<file path="src/rtl/ddrser_pkg.sv">
// Shared constants for the double-data-rate serializer.
// Assumes exactly two lanes: one for each half of the fast clock.
package ddrser_pkg;
    localparam int DDR_LANES = 2;   // bits emitted per fast-clock period
    localparam int LANE_HI   = 0;   // lane driven out while clk is high (even bits)
    localparam int LANE_LO   = 1;   // lane driven out while clk is low (odd bits)
endpackage

</file>
<file path="src/rtl/ddrser_loader.sv">
// Frame timer: counts fast-clock cycles within one word frame and marks the
// last cycle, in which the next word is taken.
// Assumes SLOTS >= 2 so that an acknowledge can never repeat in the next cycle.
module ddrser_loader #(
    parameter int SLOTS = 4
) (
    input  logic clk_i,
    input  logic rst_ni,
    input  logic valid_i,
    output logic load_o,
    output logic ack_o
);
    localparam int CW = (SLOTS > 1) ? $clog2(SLOTS) : 1;
    localparam logic [CW-1:0] LAST = CW'(SLOTS - 1);

    logic [CW-1:0] slot_q;

    // Advance the slot counter and wrap it at the end of each frame.
    always_ff @(posedge clk_i) begin
        if (!rst_ni)             slot_q <= '0;
        else if (slot_q == LAST) slot_q <= '0;
        else                     slot_q <= slot_q + 1'b1;
    end

    // Decode the last slot and the acknowledge for the word taken there.
    always_comb begin
        load_o = (slot_q == LAST);
        ack_o  = load_o && valid_i;
    end

    // there is never an acknowledge without an offered word.
    a_r2_ack_needs_valid: assert property (@(posedge clk_i) disable iff (!rst_ni)
        ack_o |-> valid_i);
    // acknowledges never fall in back-to-back cycles.
    a_r2_ack_gap: assert property (@(posedge clk_i) disable iff (!rst_ni)
        ack_o |=> !ack_o);
endmodule

</file>
<file path="src/rtl/ddrser_lane.sv">
// One half-bit lane: a shift register, loaded in parallel, that shifts toward
// index 0 and fills with zeros, followed by a single holding register.
// Assumes the load strobe comes once per SLOTS cycles.
module ddrser_lane #(
    parameter int SLOTS = 4
) (
    input  logic             clk_i,
    input  logic             rst_ni,
    input  logic             load_i,
    input  logic [SLOTS-1:0] bits_i,
    output logic             held_o,
    output logic             empty_o
);
    logic [SLOTS-1:0] sh_q;
    logic             hold_q;

    // Load a new set of lane bits, or shift one step toward the head.
    always_ff @(posedge clk_i) begin
        if (!rst_ni)     sh_q <= '0;
        else if (load_i) sh_q <= bits_i;
        else             sh_q <= {1'b0, sh_q[SLOTS-1:1]};
    end

    // Retime the head bit so that the selector sees a stable value for a full cycle.
    always_ff @(posedge clk_i) begin
        if (!rst_ni) hold_q <= 1'b0;
        else         hold_q <= sh_q[0];
    end

    // Drive the held bit out and flag an all-zero shift register.
    always_comb begin
        held_o  = hold_q;
        empty_o = (sh_q == '0);
    end

    // a cycle without a load only shifts, so a zero enters at the top.
    a_r6_zero_fill: assert property (@(posedge clk_i) disable iff (!rst_ni)
        !load_i |=> (sh_q[SLOTS-1] == 1'b0));
endmodule

</file>
<file path="src/rtl/ddrser_phase_mux.sv">
// Two-input selector steered by a clock level: passes hi_i while sel_i is
// high and lo_i while it is low. The data path and the forwarded-clock path
// use the same structure so that both see matched delays.
module ddrser_phase_mux (
    input  logic sel_i,
    input  logic hi_i,
    input  logic lo_i,
    output logic out_p_o,
    output logic out_n_o
);
    // Pick the half-bit and form the complement pair.
    always_comb begin
        out_p_o = sel_i ? hi_i : lo_i;
        out_n_o = ~out_p_o;
    end
endmodule

</file>
<file path="src/rtl/ddr_serializer.sv">
// Top of the double-data-rate serializer. It splits each WORD_W-bit word into
// even and odd lanes, sends two bits per fast-clock period and forwards a
// clock through a matched selector.
// Assumes WORD_W is even. The word rate is clk / (WORD_W/2).
module ddr_serializer #(
    parameter int WORD_W = 8
) (
    input  logic              clk,
    input  logic              rst_n,
    input  logic [WORD_W-1:0] word_i,
    input  logic              word_valid_i,
    output logic              word_ack_o,
    output logic              ser_p_o,
    output logic              ser_n_o,
    output logic              fclk_p_o,
    output logic              fclk_n_o
);
    import ddrser_pkg::*;

    localparam int SLOTS = WORD_W / DDR_LANES;

    logic                 load;
    logic [WORD_W-1:0]    word_in;
    logic [DDR_LANES-1:0] held;
    logic [DDR_LANES-1:0] empty;

    ddrser_loader #(.SLOTS(SLOTS)) u_loader (
        .clk_i   (clk),
        .rst_ni  (rst_n),
        .valid_i (word_valid_i),
        .load_o  (load),
        .ack_o   (word_ack_o)
    );

    // Replace a missing word with zeros so that an idle frame is sent as all zeros.
    always_comb word_in = word_valid_i ? word_i : '0;

    for (genvar g = 0; g < DDR_LANES; g++) begin : g_lane
        logic [SLOTS-1:0] lane_bits;
        // Gather every DDR_LANES-th bit, starting at bit g, into this lane.
        for (genvar k = 0; k < SLOTS; k++) begin : g_bit
            assign lane_bits[k] = word_in[k*DDR_LANES + g];
        end
        ddrser_lane #(.SLOTS(SLOTS)) u_lane (
            .clk_i   (clk),
            .rst_ni  (rst_n),
            .load_i  (load),
            .bits_i  (lane_bits),
            .held_o  (held[g]),
            .empty_o (empty[g])
        );
    end

    ddrser_phase_mux u_data_mux (
        .sel_i   (clk),
        .hi_i    (held[LANE_HI]),
        .lo_i    (held[LANE_LO]),
        .out_p_o (ser_p_o),
        .out_n_o (ser_n_o)
    );

    ddrser_phase_mux u_clk_mux (
        .sel_i   (clk),
        .hi_i    (1'b1),
        .lo_i    (1'b0),
        .out_p_o (fclk_p_o),
        .out_n_o (fclk_n_o)
    );

    // a frame boundary without a word leaves both lanes empty.
    a_r5_idle_empty: assert property (@(posedge clk) disable iff (!rst_n)
        (load && !word_valid_i) |=> (&empty));
endmodule

</file>
<file path="config.mk">
export PLATFORM = sky130hd
export DESIGN_NAME = ddr_serializer
export DESIGN_NICKNAME = d
export VERILOG_FILES = /design/src/rtl/ddrser_pkg.sv /design/src/rtl/ddrser_loader.sv /design/src/rtl/ddrser_lane.sv /design/src/rtl/ddrser_phase_mux.sv /design/src/rtl/ddr_serializer.sv
export SDC_FILE = /design/constraint.sdc
export NUM_CORES = 1
export LEC_CHECK = 0
export BUFFER_PORTS_ARGS = -buffer_cell sky130_fd_sc_hd__buf_2
export CAP_MARGIN = 20
export CORE_AREA = 2 2 39 41
export DETAILED_ROUTE_END_ITERATION = 10
export DIE_AREA = 0 0 41 43
export PLACE_DENSITY = 0.67
export SETUP_SLACK_MARGIN = 0.2
export SYNTH_ARGS = -nofsm -noshare
export SYNTH_HDL_FRONTEND = slang
export SYNTH_HIERARCHICAL = 1
export SYNTH_SLANG_ARGS = --single-unit
</file>
<file path="constraint.sdc">
create_clock -name clk -period 1.25 [get_ports clk]
set_clock_uncertainty 0.1 [all_clocks]
set_input_delay 0.0625 -clock clk [delete_from_list [all_inputs] [get_ports clk]]
set_output_delay 0.0625 -clock clk [all_outputs]
set_load 0.005 [all_outputs]
</file>
==> impl_summary.md, run 1 <==
Outcome
The flow ran to the end, but the final reports show violations. The final reports fail on setup timing.

Cells and area
Counting the fill cells in the layout gives 109. Once layout is done, the placed cells without fillers occupy 911 sq um. The post-route netlist has 43.5% of its cells at a drive strength greater than 1. Summing all flip-flop and latch instances after layout gives 243 sq um. 0 antenna diodes ended up in the layout.

The library cells used most frequently in the layout, excluding fill and tap cells, are buf_2 (12), and2_1 (10), dfxtp_1 (10). Leaving out fill and tap cells, the most frequent cell in the layout is buf_2. After the flow finishes, the layout carries non-filler instances totaling 101. The number of nets in the finished design is 98. Cells fill 65.8% of the core in the end.

Summing all multi-input logic gate instances after layout gives 303 sq um. The synthesis-to-finish area growth is 77.1%.

Timing
Setup violations remaining at the end of the flow were counted as 5. Setup repair after global routing could not meet its margin everywhere. The number of pins with negative max-slew slack in the final report came to 0. The total count of hold-check failures in the final report was 0. After layout, the worst setup slack is -156 ps.

Placed design
The cell area after placement is 629 sq um. The final weighted congestion in routability-driven placement is 0.641. The number of port buffers is 15. After detailed placement, the design holds a cell count of 79. The sum of net half-perimeters after detailed placement is 533 um.

Floorplanning
During I/O placement, the number of pins put on the boundary was 16. The number of placement rows is 14. The initial utilization of the core area, before any placement, comes to 37.2%.

The full die area is 1760 sq um. After floorplanning, the core was sized to cover 1380 sq um. The die is 43 um tall. The die is 41 um wide.

Logic synthesis
The cell count after synthesis is 46. The area of the mapped netlist is 514 sq um. For this run, the number of Yosys warnings is 6. The mean post-synth cell area is 11.2 sq um.

Setup path
The data required time at the worst endpoint is 1090 ps. The data arrival time of the worst path is 1240 ps. Broken down by cell family, the worst path's largest delay share belongs to buffers and inverters. The slowest stage of the critical path belongs to the cell mux2_4.

Counting stages on the worst path, the most repeated cell is buf_8. Walking the worst path, the cells encountered are buf_8 -> buf_8 -> mux2_4 -> buf_6. The start-to-end type of the worst setup path is clk2out. The type of origin of the critical path is a clock port. The critical path buffer and inverter count is 3. The endpoint type of the worst setup path is a primary output.

For this run, the slowest stage of the critical path takes 290 ps. The maximum fanout along the worst path is 2.

Drt
In the routed design, unresolved DRC markers number 0. The detailed-route wire length per cell is 11.3 um. The number of nets still failing antenna checks after routing is 0. After the first detailed-routing iteration, the DRC count stood at 1.

The via density per instance is 4.41. Wires add up to 1140 um. Summing over every cut layer, the via total after detailed routing is 445. The first detailed-routing pass took 4 iterations.

GRT
The largest net degree at the start of global routing is 13. The via count of the first global-routing pass is 508. The initial antenna violation count is 0. The first-pass GRT wire length is 1900 um.

Global routing used 17.8% of the available tracks. Global routing finished with a remaining overflow of 0.

Power
For this design the ratio of total power to cell area is 1620 nW/um^2. The overall power of the completed layout is 1.47 mW. The worst voltage drop across the vdd grid is 1410 uV. The total leakage power is 0.398 nW.

Clock tree
The clock transition at the register clock pins on the worst setup and hold paths after CTS is 80 ps. TritonCTS built the clock tree. Clock latency on the worst-skew pair, taken at its later pin, is 380 ps.

Hold path
The tightest min-delay check is of the in2reg type.

Run
The max-capacitance violation count is 0.
[state kept, by name, summed over array words and instances (netlist names)]
| name | flops |
|---|---|
| g_lane.u_lane/sh_q | 8 |
| u_loader/slot_q | 2 |
| g_lane.u_lane/held_o | 2 |
[metal layers]
| layer | vias up | track usage [%] | share of wire [%] |
|---|---|---|---|
| li1 | 226 | - | - |
| met1 | 196 | 17.0 | 40 |
| met2 | 21 | 24.4 | 52 |
| met3 | 2 | 12.0 | 6.6 |
| met4 | 0 | 15.3 | 0.96 |
| met5 | - | 0 | 0 |
[final timing paths]
path,start,slack [ps],depth (start not counted),to
min,word_valid_i,60,4,g_lane[0].u_lane/sh_q[0]$_SDFF_PN0_
max reg2reg,u_loader/slot_q[0]$_SDFF_PP0_,60,5,g_lane[1].u_lane/sh_q[1]$_SDFF_PN0_
min reg2reg,g_lane[0].u_lane/sh_q[0]$_SDFF_PN0_,340,1,g_lane[0].u_lane/held_o$_SDFF_PN0_
max,clk,-160,4,fclk_p_o
[power breakdown]
group / leakage (nW) / switching [mW] / internal, mW
clock: 0.0992 / 0.291 / 0.647
combinational: 0.201 / 0.0435 / 0.0868
sequential: 0.0978 / 0.00867 / 0.397
total: 0.398 / 0.343 / 1.13
[cell type report]
| cell class | count | share of cell area, % |
|---|---|---|
| flip-flops and latches | 12 | 26.6 |
| multi-input cells | 36 | 33.2 |
| clock buffers | 13 | 14.6 |
| repair buffers | 24 | 23.4 |
| well taps | 16 | 2.20 |
[stage by stage]
stage / TNS [ps] / setup WS, ps / hold WS, ps
after floorplan: 0 / 183 / 25.6
after global placement: 0 / 74.8 / 122
after detailed placement: 0 / 74.8 / 122
after CTS: -627 / -192 / 47.8
after global routing: -597 / -170 / 69.5
final: -440 / -156 / 57.0
[worst reg2reg max path: stages, from the launching register on]
cell and delay (ps):
dfxtp_2 350, ha_4 140, buf_6 120, buf_8 120, mux2i_1 190, nor2b_1 60
[what timing repair did]
action / 4_1_cts / 5_1_grt
gates cloned: 1 / 0
gates resized for setup: 15 / 4
buffers inserted: 4 / 0
setup endpoints to repair: 12 / 15
endpoints found under the hold margin: 12 / 0
hold buffers: 9 / 0
pin swaps: 2 / 0
Note: power is estimated with default switching activity, not from simulation.
==> run 2, diff against run 1 <==
PLACE_DENSITY = 0.77   (was 0.67)
==> run 2 against run 1 <==
Effect of this change:
- the run still ends with setup timing left
- sequential share of layout area grew 0.41 points
- critical path depth is the same
- via count shrank 2.0%
- total power shrank 4.9%
- non-clock buffer count is the same
- sequential cell count is the same
- critical path type unchanged
- highest routed layer unchanged
==> impl_summary.md, run 2 (synthesis gave the netlist of run 1 again) <==
Setup path
The data arrival time of the worst path is 1240 ps (about the same). The data required time at the worst endpoint is 1090 ps (about the same). The maximum fanout along the worst path is 2 (unchanged). The endpoint type of the worst setup path is a primary output. STA classifies the critical path startpoint as a clock port. The critical path in this run is classified as clk2out. The worst register-to-register path begins at u_loader/slot_q[0]$_SDFF_PP0_.

In this run the worst setup path begins at clk. The number of cells traversed by the worst register-to-register path is 5 (unchanged).

Hold path
The path class of the lowest-slack min-delay path is in2reg. The startpoint of the worst hold path is word_valid_i. The number of stages on the worst hold path was 4 (unchanged).

Drt
The detailed-route wire length per cell is 10.4 um (-7.9%). The highest signal layer in the routed design is met4. The routed length on met3 is 93 um (+22%). The detailed router's first-iteration violation count is 3 (+2).

The count of unresolved DRC violations after routing is 0 (unchanged). The total wire length after detailed routing is 1040 um (-8.8%). The overall via count from detail_route was 436 (-2.0%). The wire length on met1 is 445 um (-3.5%). The number of detailed-route iterations in the first pass was 4 (unchanged). The via density per instance is 4.36 (-1.0%). The number of nets still failing antenna checks after routing is 0 (unchanged). The amount of wire on met2 after detailed routing was 489 um (-18%).

GRT
The largest net degree at the start of global routing is 13 (unchanged). The initial antenna violation count is 0 (unchanged). The via count of the first global-routing pass is 519 (+2.2%). The overall track demand over capacity in global routing is 18.3% (+0.57 points). The global-route congestion overflow total is 0 (unchanged).

The first-pass GRT wire length is 1850 um (-2.5%).

Cells and area
The number of flip-flops under the largest register name is 8 (unchanged). The diode insertion count for antenna repair is 0 (unchanged). The share of post-route cells with drive strength above 1 was 42.9% (-0.67 points). The area growth from synthesis to layout is 74.5%. The total of fill cells in the finished design is 103 (-5.5%).

The total area of multi-input combinational cells is 303 sq um (unchanged). The number of nets in the finished design was 98 (unchanged). More flip-flops sit in one register than any other, and that register is g_lane.u_lane/sh_q. The most common cell after layout, fill and taps aside is buf_2. In the layout the commonest cells are buf_2 (12), and2_1 (10), dfxtp_1 (10). The area of all placed cells without fillers is 897 sq um (-1.5%). The footprint of the flip-flops and latches is 243 sq um (unchanged).

Floorplanning
The full die area was 1760 sq um (unchanged). The count of boundary I/O pins is 16 (unchanged). The core footprint is 1380 sq um (unchanged). The initial standard-cell utilization of the core is 37.2% (unchanged). The floorplan die height is 43 um (unchanged). The number of placement rows is 14 (unchanged).

The die width is 41 um (unchanged).

Power
The switching power as a share of total power came to 24.0% (+0.70 points). The sequential group share of total power came to 28.9% (+1.4 points). The power dissipated by switching net loads is 0.336 mW (-2.0%).

The internal cell power is 1.07 mW (-5.8%). The share of total power in combinational logic is 9.2% (+0.4 points). The power density normalized to cell area is 1560 nW/um^2 (-3.4%). The clock network fraction of design power came to 61.9% (-1.7 points).

The worst voltage drop across the vdd grid is 1600 uV (+14%). The total leakage power is 0.391 nW (-1.8%). The overall power of the completed layout is 1.40 mW (-4.9%).

Clock tree
The clock transition at the register clock pins on the worst setup and hold paths after CTS is 70 ps (about the same). The insertion delay to the later sink of the worst-skew pair is 380 ps (about the same). The TritonCTS clock tree is yes.

Timing
The final count of negative-setup-slack endpoints is 5 (unchanged). Setup repair after global routing could not meet its margin everywhere. The setup slack of the critical path after layout is -152 ps (+4.27 ps).

The total count of hold-check failures in the final report is 0 (unchanged). The number of pins with negative max-slew slack in the final report is 0 (unchanged).

Placed design
The final weighted congestion in routability-driven placement is 0.661 (+3.2%). The sum of net half-perimeters after detailed placement is 509 um (-4.6%). The cell area after placement is 629 sq um (unchanged). The number of port buffers came to 15 (unchanged).

Run
The max-capacitance violation count came to 0 (unchanged).

Outcome
The run finished, with violations left. The checks that failed: setup timing.
## run 2: cell types whose count changed in the layout (fill, tap and decap cells not counted), sizes merged
cell,delta
clkbuf,-1
## run 2: final cells by class
cell class	instances	area share, %
multi-input combinational	36	33.8
sequential	12	27.1
timing repair buffer	24	23.7
clock buffer	12	13.2
tap	16	2.23
## run 2: final timing paths
| path | endpoint | slack [ps] |
|---|---|---|
| setup / recovery | ser_p_o | -150 |
| hold / removal | g_lane[1].u_lane/sh_q[1]$_SDFF_PN0_ | 60 |
| setup reg to reg | g_lane[1].u_lane/sh_q[0]$_SDFF_PN0_ | 60 |
| hold reg to reg | g_lane[0].u_lane/held_o$_SDFF_PN0_ | 330 |
## run 2: per-layer routing
| metal | up-vias | global-route usage (%) |
|---|---|---|
| met5 | - | 0 |
| met4 | 0 | 20.7 |
| met3 | 3 | 17.8 |
| met2 | 20 | 21.3 |
| met1 | 187 | 16.0 |
| li1 | 226 | - |
## run 2: critical path, stage by stage
cell and delay, ps:
buf_8 100, buf_8 110, mux2_4 290, buf_6 110
## run 2: power by group through the flow
stage | sequential, mW | clock, mW | combinational [mW]
6_report | 0.406 | 0.868 | 0.128
5_1_grt | 0.407 | 0.948 | 0.139
4_1_cts | 0.406 | 0.833 | 0.127
3_5_place_dp | 0.414 | 0.125 | 0.0732
3_3_place_gp | 0.413 | 0.125 | 0.0716
2_1_floorplan | 0.412 | 0.0946 | 0.0458
## run 2: repair_timing
action | in CTS | in global routing
gates cloned | 1 | 0
buffers inserted | 4 | 0
pin swaps | 2 | 0
hold buffers | 9 | 0
resized for setup | 16 | 3
endpoints found under the hold margin | 12 | 0
endpoints found under the setup margin | 12 | 15
## run 2: metrics by stage
| stage | hold slack (ps) | std cells | util [%] | setup WS (ps) | TNS, ps |
|---|---|---|---|---|---|
| 2_1_floorplan | 25.6 | 48 | - | 183 | 0 |
| 3_3_place_gp | 122 | 79 | 45.5 | 74.8 | 0 |
| 3_5_place_dp | 122 | 79 | 45.5 | 74.8 | 0 |
| 4_1_cts | 46.8 | 100 | 64.6 | -190 | -630 |
| 5_1_grt | 58.0 | 100 | 64.8 | -171 | -619 |
| 6_report | 57.0 | 100 | 64.8 | -152 | -432 |
